===== src/rtl/i2s_tx_pkg.sv =====
package i2s_tx_pkg;
  localparam logic [1:0] ADDR_MODE = 2'd0;
  localparam logic [1:0] ADDR_CTRL = 2'd1;
  localparam logic [1:0] ADDR_DIV  = 2'd2;
  localparam logic [1:0] ADDR_FIFO = 2'd3;

  localparam logic [15:0] MODE_KEEP = 16'h03FF;
  localparam logic [15:0] CTRL_KEEP = 16'h0022;
  localparam logic [15:0] DIV_KEEP  = 16'h03FF;
  localparam logic [15:0] FIFO_KEEP = 16'hA000;

  // master clocks per serial bit: frame length divided by bits per frame
  function automatic logic [4:0] bit_period(input logic long_frame, input logic wide_slots);
    logic [4:0] p;
    case ({long_frame, wide_slots})
      2'b11:   p = 5'd12;
      2'b10:   p = 5'd24;
      2'b01:   p = 5'd8;
      default: p = 5'd16;
    endcase
    return p;
  endfunction

  // serial slots per channel
  function automatic logic [4:0] half_slots(input logic wide_slots);
    return wide_slots ? 5'd16 : 5'd8;
  endfunction
endpackage


===== src/rtl/i2s_tx_regs.sv =====
module i2s_tx_regs
  import i2s_tx_pkg::*;
(
  input  logic        clk,
  input  logic        rst_n,
  input  logic        wr,
  input  logic [1:0]  addr,
  input  logic [15:0] wdata,
  output logic [15:0] rdata,
  output logic [4:0]  div_n,
  output logic        long_frame,
  output logic        wide_slots,
  output logic        wide_data,
  output logic        tx_mode,
  output logic        presc_en,
  output logic        dreq_en,
  output logic        fifo_en,
  output logic        fifo_dma
);
  logic [15:0] mode_q, ctrl_q, div_q, fifo_q;

  always_ff @(posedge clk or negedge rst_n) begin
    if (!rst_n) begin
      mode_q <= '0;
      ctrl_q <= '0;
      div_q  <= '0;
      fifo_q <= '0;
    end else if (wr) begin
      case (addr)
        ADDR_MODE: mode_q <= wdata & MODE_KEEP;
        ADDR_CTRL: ctrl_q <= wdata & CTRL_KEEP;
        ADDR_DIV:  div_q  <= wdata & DIV_KEEP;
        default:   fifo_q <= wdata & FIFO_KEEP;
      endcase
    end
  end

  always_comb begin
    case (addr)
      ADDR_MODE: rdata = mode_q;
      ADDR_CTRL: rdata = ctrl_q;
      ADDR_DIV:  rdata = div_q;
      default:   rdata = fifo_q;
    endcase
  end

  assign div_n      = div_q[4:0];
  assign long_frame = mode_q[2];
  assign wide_slots = mode_q[1] | mode_q[0];
  assign wide_data  = mode_q[3];
  assign tx_mode    = (mode_q[7:6] == 2'b10);
  assign presc_en   = ctrl_q[1];
  assign dreq_en    = ctrl_q[5];
  assign fifo_en    = fifo_q[13];
  assign fifo_dma   = fifo_q[15];
endmodule


===== src/rtl/i2s_tx_prescaler.sv =====
module i2s_tx_prescaler #(
  parameter int DIV_W = 5
) (
  input  logic             clk,
  input  logic             rst_n,
  input  logic             en,
  input  logic [DIV_W-1:0] div_n,
  output logic             tick
);
  logic [DIV_W-1:0] cnt;

  assign tick = en && (cnt >= div_n);

  always_ff @(posedge clk or negedge rst_n) begin
    if (!rst_n)     cnt <= '0;
    else if (!en)   cnt <= '0;
    else if (tick)  cnt <= '0;
    else            cnt <= cnt + 1'b1;
  end
endmodule


===== src/rtl/i2s_tx_fifo.sv =====
module i2s_tx_fifo #(
  parameter int W     = 16,
  parameter int DEPTH = 16,
  localparam int AW   = $clog2(DEPTH),
  localparam int CW   = $clog2(DEPTH + 1)
) (
  input  logic          clk,
  input  logic          rst_n,
  input  logic          clr,
  input  logic          push,
  input  logic [W-1:0]  din,
  input  logic          pop,
  output logic [W-1:0]  dout,
  output logic [CW-1:0] count,
  output logic          push_ok,
  output logic          pop_ok
);
  logic [W-1:0]  mem [DEPTH];
  logic [AW-1:0] wp, rp;

  assign push_ok = push && (count < CW'(DEPTH));
  assign pop_ok  = pop && (count != '0);
  assign dout    = mem[rp];

  function automatic logic [AW-1:0] step(input logic [AW-1:0] p);
    return (p == AW'(DEPTH - 1)) ? '0 : p + 1'b1;
  endfunction

  always_ff @(posedge clk) begin
    if (push_ok && !clr) mem[wp] <= din;
  end

  always_ff @(posedge clk or negedge rst_n) begin
    if (!rst_n) begin
      wp <= '0; rp <= '0; count <= '0;
    end else if (clr) begin
      wp <= '0; rp <= '0; count <= '0;
    end else begin
      if (push_ok) wp <= step(wp);
      if (pop_ok)  rp <= step(rp);
      count <= count + CW'(push_ok) - CW'(pop_ok);
    end
  end
endmodule


===== src/rtl/i2s_tx_serializer.sv =====
module i2s_tx_serializer
  import i2s_tx_pkg::*;
#(
  parameter int W = 16
) (
  input  logic         clk,
  input  logic         rst_n,
  input  logic         run,
  input  logic         tick,
  input  logic         long_frame,
  input  logic         wide_slots,
  input  logic         wide_data,
  input  logic         tx_mode,
  input  logic         has_data,
  input  logic [W-1:0] word_in,
  output logic         pop,
  output logic         slot_start,
  output logic         bclk,
  output logic         lrclk,
  output logic         sdata
);
  logic [4:0]   pcnt, bcnt, bnext, period, half, last_slot;
  logic [W-1:0] shreg, fresh;
  logic         load_slot, ws_q, sd_q;

  assign period    = bit_period(long_frame, wide_slots);
  assign half      = half_slots(wide_slots);
  assign last_slot = {half[3:0], 1'b0} - 5'd1;
  assign slot_start = tick && (pcnt >= period - 5'd1);
  assign bnext     = (bcnt >= last_slot) ? 5'd0 : bcnt + 5'd1;
  assign load_slot = (bnext == 5'd1) || (bnext == half + 5'd1);
  assign pop       = slot_start && load_slot && tx_mode && has_data;

  always_comb begin
    if (!tx_mode || !has_data) fresh = '0;
    else if (wide_data)        fresh = word_in;
    else                       fresh = {word_in[7:0], {(W-8){1'b0}}};
  end

  always_ff @(posedge clk or negedge rst_n) begin
    if (!rst_n) begin
      pcnt <= '0; bcnt <= '0; shreg <= '0; ws_q <= 1'b0; sd_q <= 1'b0;
    end else if (!run) begin
      pcnt <= '0; bcnt <= '0; shreg <= '0; ws_q <= 1'b0; sd_q <= 1'b0;
    end else if (slot_start) begin
      pcnt <= '0;
      bcnt <= bnext;
      ws_q <= (bnext >= half);
      if (load_slot) begin
        shreg <= {fresh[W-2:0], 1'b0};
        sd_q  <= tx_mode & fresh[W-1];
      end else begin
        shreg <= {shreg[W-2:0], 1'b0};
        sd_q  <= tx_mode & shreg[W-1];
      end
    end else if (tick) begin
      pcnt <= pcnt + 5'd1;
    end
  end

  assign bclk  = run && (pcnt >= {1'b0, period[4:1]});
  assign lrclk = ws_q;
  assign sdata = sd_q;
endmodule


===== src/rtl/i2s_tx_master.sv =====
module i2s_tx_master
  import i2s_tx_pkg::*;
#(
  parameter int DATA_W     = 16,
  parameter int FIFO_DEPTH = 16,
  parameter int LOW_WATER  = 8,
  localparam int CNT_W     = $clog2(FIFO_DEPTH + 1)
) (
  input  logic              clk,
  input  logic              rst_n,
  input  logic              cfg_wr,
  input  logic [1:0]        cfg_addr,
  input  logic [15:0]       cfg_wdata,
  output logic [15:0]       cfg_rdata,
  input  logic              dma_we,
  input  logic [DATA_W-1:0] dma_data,
  output logic              dma_req,
  output logic              mclk_pulse,
  output logic              bclk,
  output logic              lrclk,
  output logic              sdata
);
  logic [4:0]        div_n;
  logic              long_frame, wide_slots, wide_data, tx_mode;
  logic              presc_en, dreq_en, fifo_en, fifo_dma;
  logic [DATA_W-1:0] fifo_dout;
  logic [CNT_W-1:0]  fifo_count;
  logic              fifo_push, fifo_push_ok, fifo_pop_req, fifo_pop;
  logic              slot_start;

  i2s_tx_regs regs_i (
    .clk, .rst_n, .wr(cfg_wr), .addr(cfg_addr), .wdata(cfg_wdata), .rdata(cfg_rdata),
    .div_n, .long_frame, .wide_slots, .wide_data, .tx_mode,
    .presc_en, .dreq_en, .fifo_en, .fifo_dma
  );

  i2s_tx_prescaler #(.DIV_W(5)) presc_i (
    .clk, .rst_n, .en(presc_en), .div_n, .tick(mclk_pulse)
  );

  assign fifo_push = dma_we && fifo_en;

  i2s_tx_fifo #(.W(DATA_W), .DEPTH(FIFO_DEPTH)) fifo_i (
    .clk, .rst_n, .clr(!fifo_en), .push(fifo_push), .din(dma_data),
    .pop(fifo_pop_req), .dout(fifo_dout), .count(fifo_count),
    .push_ok(fifo_push_ok), .pop_ok(fifo_pop)
  );

  i2s_tx_serializer #(.W(DATA_W)) ser_i (
    .clk, .rst_n, .run(presc_en), .tick(mclk_pulse),
    .long_frame, .wide_slots, .wide_data, .tx_mode,
    .has_data(fifo_count != '0), .word_in(fifo_dout),
    .pop(fifo_pop_req), .slot_start, .bclk, .lrclk, .sdata
  );

  assign dma_req = dreq_en && fifo_dma && fifo_en && (fifo_count < CNT_W'(LOW_WATER));
endmodule


===== config.mk =====
export PLATFORM = sky130hd
export DESIGN_NAME = i2s_tx_master
export DESIGN_NICKNAME = d
export VERILOG_FILES = /design/src/rtl/i2s_tx_pkg.sv /design/src/rtl/i2s_tx_regs.sv /design/src/rtl/i2s_tx_prescaler.sv /design/src/rtl/i2s_tx_fifo.sv /design/src/rtl/i2s_tx_serializer.sv /design/src/rtl/i2s_tx_master.sv
export SDC_FILE = /design/constraint.sdc
export NUM_CORES = 1
export LEC_CHECK = 0
export BUFFER_PORTS_ARGS = -buffer_cell sky130_fd_sc_hd__buf_2
export CAP_MARGIN = 5
export CORE_ASPECT_RATIO = 1.25
export CORE_MARGIN = 5
export CORE_UTILIZATION = 61
export DETAILED_ROUTE_END_ITERATION = 7
export HOLD_SLACK_MARGIN = 0.05
export PLACE_DENSITY = 0.85
export SLEW_MARGIN = 20
export SYNTH_ARGS = -nofsm -noshare
export SYNTH_HDL_FRONTEND = slang
export SYNTH_SLANG_ARGS = --single-unit

===== constraint.sdc =====
create_clock -name clk -period 4.3 [get_ports clk]
set_clock_uncertainty 0.15 [all_clocks]
set_input_delay 0.215 -clock clk [delete_from_list [all_inputs] [get_ports clk]]
set_output_delay 0.215 -clock clk [all_outputs]
set_load 0.01 [all_outputs]

* After elaboration in Yosys (flattened, before gate mapping) *
Memory sizes are Yosys's and may differ from the RTL's.
Cells that the tools add are included.

storage, ports and cells
  memory bits (writable) = 256
  input port bits = 38
  flip-flop bits (word level) = 70
  memories kept = 1

operators by class
  reduce and logical (&&, ||, !) cells = 24
  equality and inequality tests = 14
  multiplexer cells = 30
  bitwise operators = 4
  order comparisons = 7
  $add $sub $neg = 10

memories
  name        depth  bits a word  read ports  clocked after memory_dff  wr ports  RTL line           RTL
  fifo_i.mem  16     16           1           0                         1         i2s_tx_fifo.sv:18  logic [W-1:0] mem [DEPTH];

operator list
  kind                                                                           count
  16-bit two-way mux                                                             5
  5-bit two-way mux                                                              10
  16-bit case mux with 3 select lines                                            1
  4-bit two-way mux                                                              6
  5-bit by 1-bit adder with 5-bit output (second input constant)                 4
  5-bit greater-or-equal comparator                                              4
  5-bit case mux with 3 select lines                                             1
  1-bit logical AND                                                              13
  5-bit by 1-bit subtractor with 5-bit output (second input constant)            2
  4-bit by 1-bit adder with 4-bit output (second input constant)                 2
  2-bit equality test (second input constant)                                    4
  4-bit equality test (second input constant)                                    2
  2-bit AND reduction                                                            4
  1-bit two-way mux                                                              7
  2-bit by 1-bit inequality test with 1-bit output (second input constant)       3
  5-bit by 1-bit adder with 5-bit output                                         1
  5-bit by 1-bit equality test with 1-bit output (second input constant)         1
  5-bit equality test                                                            1
  5-bit by 4-bit greater-or-equal comparator with 1-bit output                   1
  5-bit by 4-bit less-than comparator with 1-bit output (second input constant)  1
  5-bit less-than comparator (second input constant)                             1
  5-bit nonzero test                                                             1
  5-bit by 1-bit subtractor with 5-bit output                                    1
  2-bit by 1-bit equality test with 1-bit output (second input constant)         2
  other kinds (8)                                                                11

* Logic depth before layout (Yosys ltp) *
Gate-level depths: netlist of the first run.

  depth in word-level cells = 13
  gate-level depth with buffers = 21
  depth with buffers taken out = 21

* Cells and area by module *
A second synthesis of the first run with hierarchy kept.

unflattened totals
  cells, all modules = 914
  area total of the unflattened synthesis = 14,373.8 µm²

modules (own cells, without submodules)
  module             area an instance (µm²)  cells an instance  times used  seq. area each (µm²)
  i2s_tx_fifo        10,842.9                569                1           8,012.7
  i2s_tx_serializer  1,895.6                 211                1           675.6
  i2s_tx_regs        1,236.2                 92                 1           600.6
  i2s_tx_prescaler   367.9                   36                 1           125.1
  i2s_tx_master      31.3                    6                  1           0.0

* Least setup slack after synthesis of the first run *
OpenSTA, ideal clock, no wires.

  path type = register -> register
  start = register regs_i.mode_q[0]
  end = register fifo_i.count[4]
  setup slack = 439 ps
  library setup time = 130 ps
  clock period less this slack = 3,861 ps
  stages on the path, launching flop included = 21
  data required time = 4,020 ps
  arrival time = 3,581 ps
  path through = dfrtp_1 > or2_2 > inv_1 > ha_1 > nand3_1 > o21bai_1 > nor2_1 > ha_1 > nand2_1 > o211ai_1 > nor4b_1 > ha_1 > inv_1 > ha_1 > inv_1 > fa_1 > inv_1 > a21oi_1 > nor2_1 > or3_1 > a21boi_0

between the ends
  longest elaborated chain between the ends = 13
  elaborated cells on any way between the ends = 22
  those cells by class = add/sub: 4; order compare: 2; eq/ne: 5; mux: 4; bitwise: 1; reduce/logical: 6

ends and longest elaborated chain
  what                                                                                          RTL line                 RTL
  from (decl)                                                                                   i2s_tx_regs.sv:20        logic [15:0] mode_q, ctrl_q, div_q, fifo_q;
  from (signal assigned)                                                                        i2s_tx_regs.sv:30        ADDR_MODE: mode_q <= wdata & MODE_KEEP;
  1-bit bitwise OR *                                                                            i2s_tx_regs.sv:49        assign wide_slots = mode_q[1] | mode_q[0];
  5-bit two-way mux                                                                             i2s_tx_pkg.sv:26         return wide_slots ? 5'd16 : 5'd8;
  5-bit by 1-bit subtractor with 5-bit output                                                   i2s_tx_serializer.sv:28  assign last_slot = {half[3:0], 1'b0} - 5'd1;
  5-bit greater-or-equal comparator                                                             i2s_tx_serializer.sv:30  assign bnext = (bcnt >= last_slot) ? 5'd0 : bcnt + 5'd1;
  5-bit two-way mux                                                                             i2s_tx_serializer.sv:30
  5-bit by 1-bit equality test with 1-bit output / 5-bit equality test (equally long branches)  i2s_tx_serializer.sv:31  assign load_slot = (bnext == 5'd1) || (bnext == half + 5'd1);
  1-bit logical OR                                                                              i2s_tx_serializer.sv:31
  1-bit logical AND * (3 in series)                                                             i2s_tx_serializer.sv:32  assign pop = slot_start && load_slot && tx_mode && has_data;
  1-bit logical AND *                                                                           i2s_tx_fifo.sv:22        assign pop_ok = pop && (count != '0);
  5-bit by 1-bit subtractor with 5-bit output *                                                 i2s_tx_fifo.sv:41        count <= count + CW'(push_ok) - CW'(pop_ok);
  5-bit two-way mux *                                                                           i2s_tx_fifo.sv:36        end else if (clr) begin
  to (signal assigned)                                                                          i2s_tx_fifo.sv:41
  to (decl)                                                                                     i2s_tx_fifo.sv:14        output logic [CW-1:0] count,

Mark *: on every way between the ends. The rest lies on a longest branch, timed or not.
A chain may end at the register's enable or synchronous reset.

* Worst setup path after layout of the first run *
Same ends and word-level chain as after synthesis.

==> results of run 1 <==
[cell usage after synthesis, types with 8 or more instances]
library cell | number | area share, %
o21ai_0 | 23 | 0.84
inv_1 | 24 | 0.65
nand3_1 | 16 | 0.58
a22oi_1 | 21 | 1.1
a21oi_1 | 42 | 1.5
nand2_1 | 46 | 1.3
buf_2 | 9 | 0.33
nor3_1 | 10 | 0.36
mux4_2 | 69 | 11
mux2i_1 | 14 | 1.0
and2_1 | 8 | 0.36
ha_1 | 33 | 3.0
nor2_1 | 39 | 1.1
clkbuf_1 | 28 | 0.76
dfrtp_1 | 69 | 13
nor2b_1 | 10 | 0.45
mux2_2 | 24 | 2.0
edfxtp_1 | 256 | 56
[cells by family after synthesis]
group	Yosys count	synth area share, %
DFF	325	68.4
and+or+nand+nor	156	5.47
AOI/OAI and AO/OA	123	5.83
xor gates and xnor gates	11	0.700
muxes	107	14.3
adders and majority gates	34	3.14
buffers and inverters	70	2.18
other	1	0.0272
[worst min-delay path, stage by stage]
cell and delay (ps):
buf_2 200, nand3b_1 200, mux2_2 170
[flip-flops by register name, indices dropped and copies added (netlist names)]
signal and flops:
ser_i.sdata 1, ser_i.pcnt 5, ser_i.lrclk 1, presc_i.cnt 5
fifo_i.mem 256, regs_i.div_q 10, fifo_i.wp 4, regs_i.fifo_q 2
regs_i.mode_q 10, fifo_i.count 5, regs_i.ctrl_q 2, fifo_i.rp 4
ser_i.bcnt 5, ser_i.shreg 15
[stage by stage]
| step | hold slack, ps | setup slack, ps |
|---|---|---|
| after floorplan | -231 | 439 |
| after global placement | 226 | 340 |
| after detailed placement | 227 | 164 |
| after CTS | 92.9 | 109 |
| after global routing | 109 | 21.3 |
| final | 105 | 302 |
[placed cells by master, fill, tap and decap left out, types with 8 or more instances in the layout]
cell	n
clkbuf_16	31
a21oi_1	42
and2_1	8
buf_4	33
nor2b_1	10
nor2_2	13
nand3_1	16
buf_2	50
nor2_1	26
mux2i_1	14
a22oi_1	21
ha_1	33
mux2_2	24
dlygate4sd3_1	33
nand2_1	46
inv_1	24
dfrtp_1	67
mux4_2	69
o21ai_0	23
edfxtp_1	256
[power by group through the flow]
| stage | sequential (W) | combinational, W | clock, W |
|---|---|---|---|
| 2_1_floorplan | 0.00363 | 0.000377 | 0 |
| 3_3_place_gp | 0.00365 | 0.000556 | 0 |
| 3_5_place_dp | 0.00365 | 0.000581 | 0 |
| 4_1_cts | 0.00359 | 0.000614 | 0.00272 |
| 5_1_grt | 0.00360 | 0.000691 | 0.00286 |
| 6_report | 0.00359 | 0.000615 | 0.00269 |
[worst max path at each step]
| stage | start | endpoint | slack, ps | cells past startpoint |
|---|---|---|---|---|
| after floorplan | regs_i.mode_q[0] | fifo_i.count[4] | 440 | 20 |
| after global routing | regs_i.mode_q[0] | fifo_i.count[4] | 20 | 22 |
| after detailed placement | regs_i.mode_q[0] | fifo_i.count[4] | 160 | 22 |
| after global placement | regs_i.mode_q[0] | fifo_i.count[4] | 340 | 22 |
| after CTS | regs_i.mode_q[0] | fifo_i.count[4] | 110 | 22 |
| final | regs_i.mode_q[0] | fifo_i.count[4] | 300 | 22 |
[per-layer routing]
layer  vias up  track usage, %
met4         0            7.85
met2       359            43.9
met1      3995            32.0
met5         -               0
met3        70            3.53
li1       3444               -
[cell type report]
| type | count | area share, % |
|---|---|---|
| clock buffers | 34 | 4.97 |
| clock inverters | 20 | 1.27 |
| inverters | 24 | 0.569 |
| multi-input cells | 435 | 26.1 |
| flip-flops and latches | 325 | 59.5 |
| well taps | 283 | 2.24 |
| repair buffers | 117 | 5.36 |
[repair_timing]
item | in CTS | in global routing
hold endpoints to repair | 318 | 0
buffers inserted | 0 | 3
endpoints found under the setup margin | 0 | 1
hold buffers | 33 | 0
gates resized for setup | 0 | 3
==> impl_metrics.yaml, run 1 <==
yosys:
  synth-edff-count: 256
  syn_avg_cell_area_um2: 16.6
  async_reset_ff_share_pct: 21.2
  ys_warn_count: 0
  synth_flop_cell: "edfxtp_1"
  yosysUniqueCellTypes: 58
  synth-seq-area-share_pct: 68.4
  synth_area_um2: 13800
  postSynthCellCount: 827
  synth-seq-cells: 325
power:
  swShare_pct: 22.8
  intPower_w: 0.00532
  power.density_nw_per_um2: 435
  ir_drop_v: 0.000365
  p_switching_w: 0.00157
  seqPwrFrac_pct: 52.1
  fin_total_pwr_w: 0.00689
  leakage_nw: 5.65
  p_comb_share_pct: 8.9
  clock_power_share_pct: 39.0
floorplan:
  initial_core_util_pct: 62.0
  die_x_um: 144
  core_area_um2: 22200
  chipHeight_um: 178
  ios: 59
  num_rows: 61
  die_area_um2: 25700
min_path:
  min_from: "cfg_addr[0]"
  hold_path.class: "in2reg"
  whs_endpoint: "regs_i.ctrl_q[1]"
  hold_depth: 3
critical_path:
  critical_path_required_ps: 4630
  cp_cell_sequence: "or2_2, inv_1, ha_1, nand3_1, nor2_1, nor2_2, nand2_1, ha_1, nand2_1, o211ai_1, nor4b_2, buf_4, ha_1, inv_1, ha_1, inv_1, fa_1, inv_1, a21oi_1, nor2_1, or3_1, a21boi_1"
  critPathMaxFanout: 3
  r2r_slack_ps: 300
  worstPathArrival_ps: 4330
  cp-end-kind: "flop"
  worst-path-buf-inv: 5
  crit_family: "simple AND/OR/NAND/NOR gates"
  r2r_end: "fifo_i.count[4]"
  slowest_delay_ps: 380
  rr_worst_depth: 22
  cp-start-kind: "flop"
  cp_slowest_cell: "dfrtp_1"
  path_class: "reg2reg"
  reg2reg_from: "regs_i.mode_q[0]"
cells_and_area:
  fillers: 1304
  drive_gt1_share_pct: 25.9
  layout.cells.non_filler: 1238
  diodes: 0
  syn_to_final_growth_pct: 14.9
  layout.nets: 1005
  finish.instance_area_um2: 15800
  regArea_um2: 9420
  fin_util_pct: 71.2
  multi_input_area_um2: 4120
timing:
  tns_ps: 0
  worst-slew-pin-transition_ps: 1080
  timing.final.crit_period_ps: 4000
  maxSlewViolCount: 0
  fmax_ghz: 0.250
  setup_viol: 0
  rsz0062_at_grt: "false"
  hold_viol: 0
  finalCritPeriodShare_pct: 93.0
  maxSlewHeadroom_pct: 27.9
routing:
  viasPerCell: 6.36
  topRoutingLayerUsed: "met4"
  wl_met3_um: 2260
  post-route-drc-count: 0
  drt_pre_antenna_iters: 7
  wl_um: 30900
  m1WireLength_um: 11300
  wl_met2_um: 16500
  ant_nets: 0
  drt_iter0_markers: 855
  via_count: 7868
  detail_route.wl_per_cell_um: 25.0
cts:
  cts-root-buf: "clkbuf_16"
  numCtsBuffers: 30
  clock_sink_count: 325
  worstSkewPairLatency_ps: 560
  cts_buffer_depth: 3
  h-tree-depth: 1
  cts_tree: "built"
  path_clk_slew_ps: 70
placement:
  dp_hpwl_um: 18000
  placed_cell_area_um2: 14500
  portBuffers: 50
  dp.cells: 1148
  gp_congestion: 0.827
global_route:
  grt_max_degree: 39
  globalRouteTotalUtil_pct: 24.9
  grt_overflow_total: 0
  antenna_found_initial: 0
  grt_pass1_wl_um: 47400
  grt_pass1_vias: 8033
run_status:
  outcome: "finished, final reports clean"
run:
  maxCapViolCount: 0
(Power assumes the default switching activity.)
==> run 2, diff against run 1 <==
Settings changed: PLACE_DENSITY 0.85 to not set, PLACE_DENSITY_LB_ADDON set to 0.08.
==> impl_metrics.yaml, run 2 (synthesis results as in run 1) <==
cells_and_area:
  syn_to_final_growth_pct: 15.0
  mostFrequentLayoutCells: "edfxtp_1, mux4_2, dfrtp_1"
  fin_util_pct: 71.3
  layout.nets: 1005
  regMostFlops: "fifo_i.mem"
  layout_commonest_cell: "edfxtp_1"
  fillers: 1394
  top_regs: "fifo_i.mem: 256 flops, ser_i.shreg: 15 flops"
  largest_reg_flops: 256
  drive_gt1_share_pct: 24.7
  diodes: 0
critical_path:
  cp-end-kind: "flop"
  cp-start-kind: "flop"
  r2r_end: "fifo_i.count[4]"
  reg2reg_from: "regs_i.mode_q[0]"
  rr_worst_depth: 22
  worstPathArrival_ps: 4320
  path_class: "reg2reg"
  cp_slowest_cell: "dfrtp_1"
  critical_path_required_ps: 4620
  critPathMaxFanout: 3
  slowest_delay_ps: 400
  r2r_slack_ps: 300
  cp_cell_sequence: "or2_2, inv_1, ha_1, nand3_1, nor2_1, nor2_2, nand2_1, ha_1, nand2_1, o211ai_1, nor4b_1, buf_4, ha_1, inv_1, ha_1, inv_1, fa_1, inv_1, a21oi_1, nor2_1, or3_1, a21boi_0"
routing:
  viasPerCell: 6.25
  drt_iter0_markers: 712
  ant_nets: 0
  detail_route.wl_per_cell_um: 23.8
  drt_pre_antenna_iters: 5
  post-route-drc-count: 0
  via_count: 7747
  wl_um: 29500
floorplan:
  die_x_um: 144
  core_area_um2: 22200
  initial_core_util_pct: 62.0
  num_rows: 61
  chipHeight_um: 178
  die_area_um2: 25700
  ios: 59
run_status:
  outcome: "finished, final reports clean"
timing:
  finalCritPeriodShare_pct: 93.1
  maxSlewHeadroom_pct: 29.8
  maxSlewViolCount: 0
  fmax_ghz: 0.250
  hold_viol: 0
  timing.final.crit_period_ps: 4000
  rsz0062_at_grt: "false"
  worst-slew-pin-transition_ps: 1050
  tns_ps: 0
  setup_viol: 0
cts:
  path_clk_slew_ps: 60
  clock_sink_count: 325
  worstSkewPairLatency_ps: 550
  cts_buffer_depth: 3
  numCtsBuffers: 31
  h-tree-depth: 1
  cts_tree: "built"
  cts-root-buf: "clkbuf_16"
power:
  power.density_nw_per_um2: 438
  fin_total_pwr_w: 0.00694
  leakage_nw: 5.66
  ir_drop_v: 0.000450
placement:
  portBuffers: 50
  dp_hpwl_um: 17800
  gp_congestion: 0.831
run:
  maxCapViolCount: 0
min_path:
  hold_depth: 3
  hold_path.class: "in2reg"
  min_from: "cfg_addr[0]"
  whs_endpoint: "regs_i.ctrl_q[5]"
global_route:
  grt_pass1_wl_um: 45600
  grt_overflow_total: 0
  globalRouteTotalUtil_pct: 23.7
  antenna_found_initial: 0
  grt_pass1_vias: 7941
  grt_max_degree: 69
==> run 2: how the worst max path moves through the flow <==
stage,startpoint,to
global route,regs_i.mode_q[0],fifo_i.count[4]
detailed placement,regs_i.mode_q[0],fifo_i.count[4]
CTS,regs_i.mode_q[0],fifo_i.count[4]
global placement,regs_i.mode_q[0],fifo_i.count[4]
floorplan,regs_i.mode_q[0],fifo_i.count[4]
finish,regs_i.mode_q[0],fifo_i.count[4]
==> run 2: routing by layer <==
layer / vias to the layer above / share of wire (%) / track usage, %
met5: - / 0 / 0
met4: 0 / 2.7 / 6.69
met3: 56 / 6.9 / 3.77
met2: 275 / 52 / 41.6
met1: 3968 / 38 / 30.8
li1: 3448 / - / -
==> run 2: stage by stage <==
step           instance area (um2)  hold slack [ps]  setup WS [ps]  instances
2_1_floorplan                13800             -231            439        830
3_3_place_gp                 14500             18.5            291       1147
3_5_place_dp                 14500             22.3            159       1147
4_1_cts                      15800              104            146       1237
5_1_grt                      15800              125           31.2       1239
6_report                     15800              119            298       1239
==> run 2: critical path: cells and delay by family, from the launching register on <==
kind            cells  cell delay, ps
fa+ha+maj           5            1230
compound gates      3             410
flops               1             400
buf+inv             5             400
simple gates        9            1330
==> run 2: repair_timing <==
item / in CTS / in global routing
hold endpoints to repair: 309 / 0
hold buffers: 34 / 0
resized for setup: 0 / 1
buffers inserted: 0 / 2
endpoints found under the setup margin: 0 / 1
==> run 2: area by class of cell <==
class	instances	area, um2	area share (%)
tap	283	354	2.24
sequential	325	9420	59.5
timing repair buffer	116	843	5.33
multi-input combinational	435	4100	25.9
clock buffer	40	810	5.12
inverter	24	90.1	0.569
clock inverter	16	209	1.32
==> run 2: report_power, final <==
group / total, W / leakage [nW] / internal [W] / switching, W
registers: 0.00359 / 3.21 / 0.00351 / 0.0000807
clock network: 0.00273 / 0.486 / 0.00162 / 0.00111
logic: 0.000617 / 1.96 / 0.000259 / 0.000357
total: 0.00694 / 5.66 / 0.00540 / 0.00154
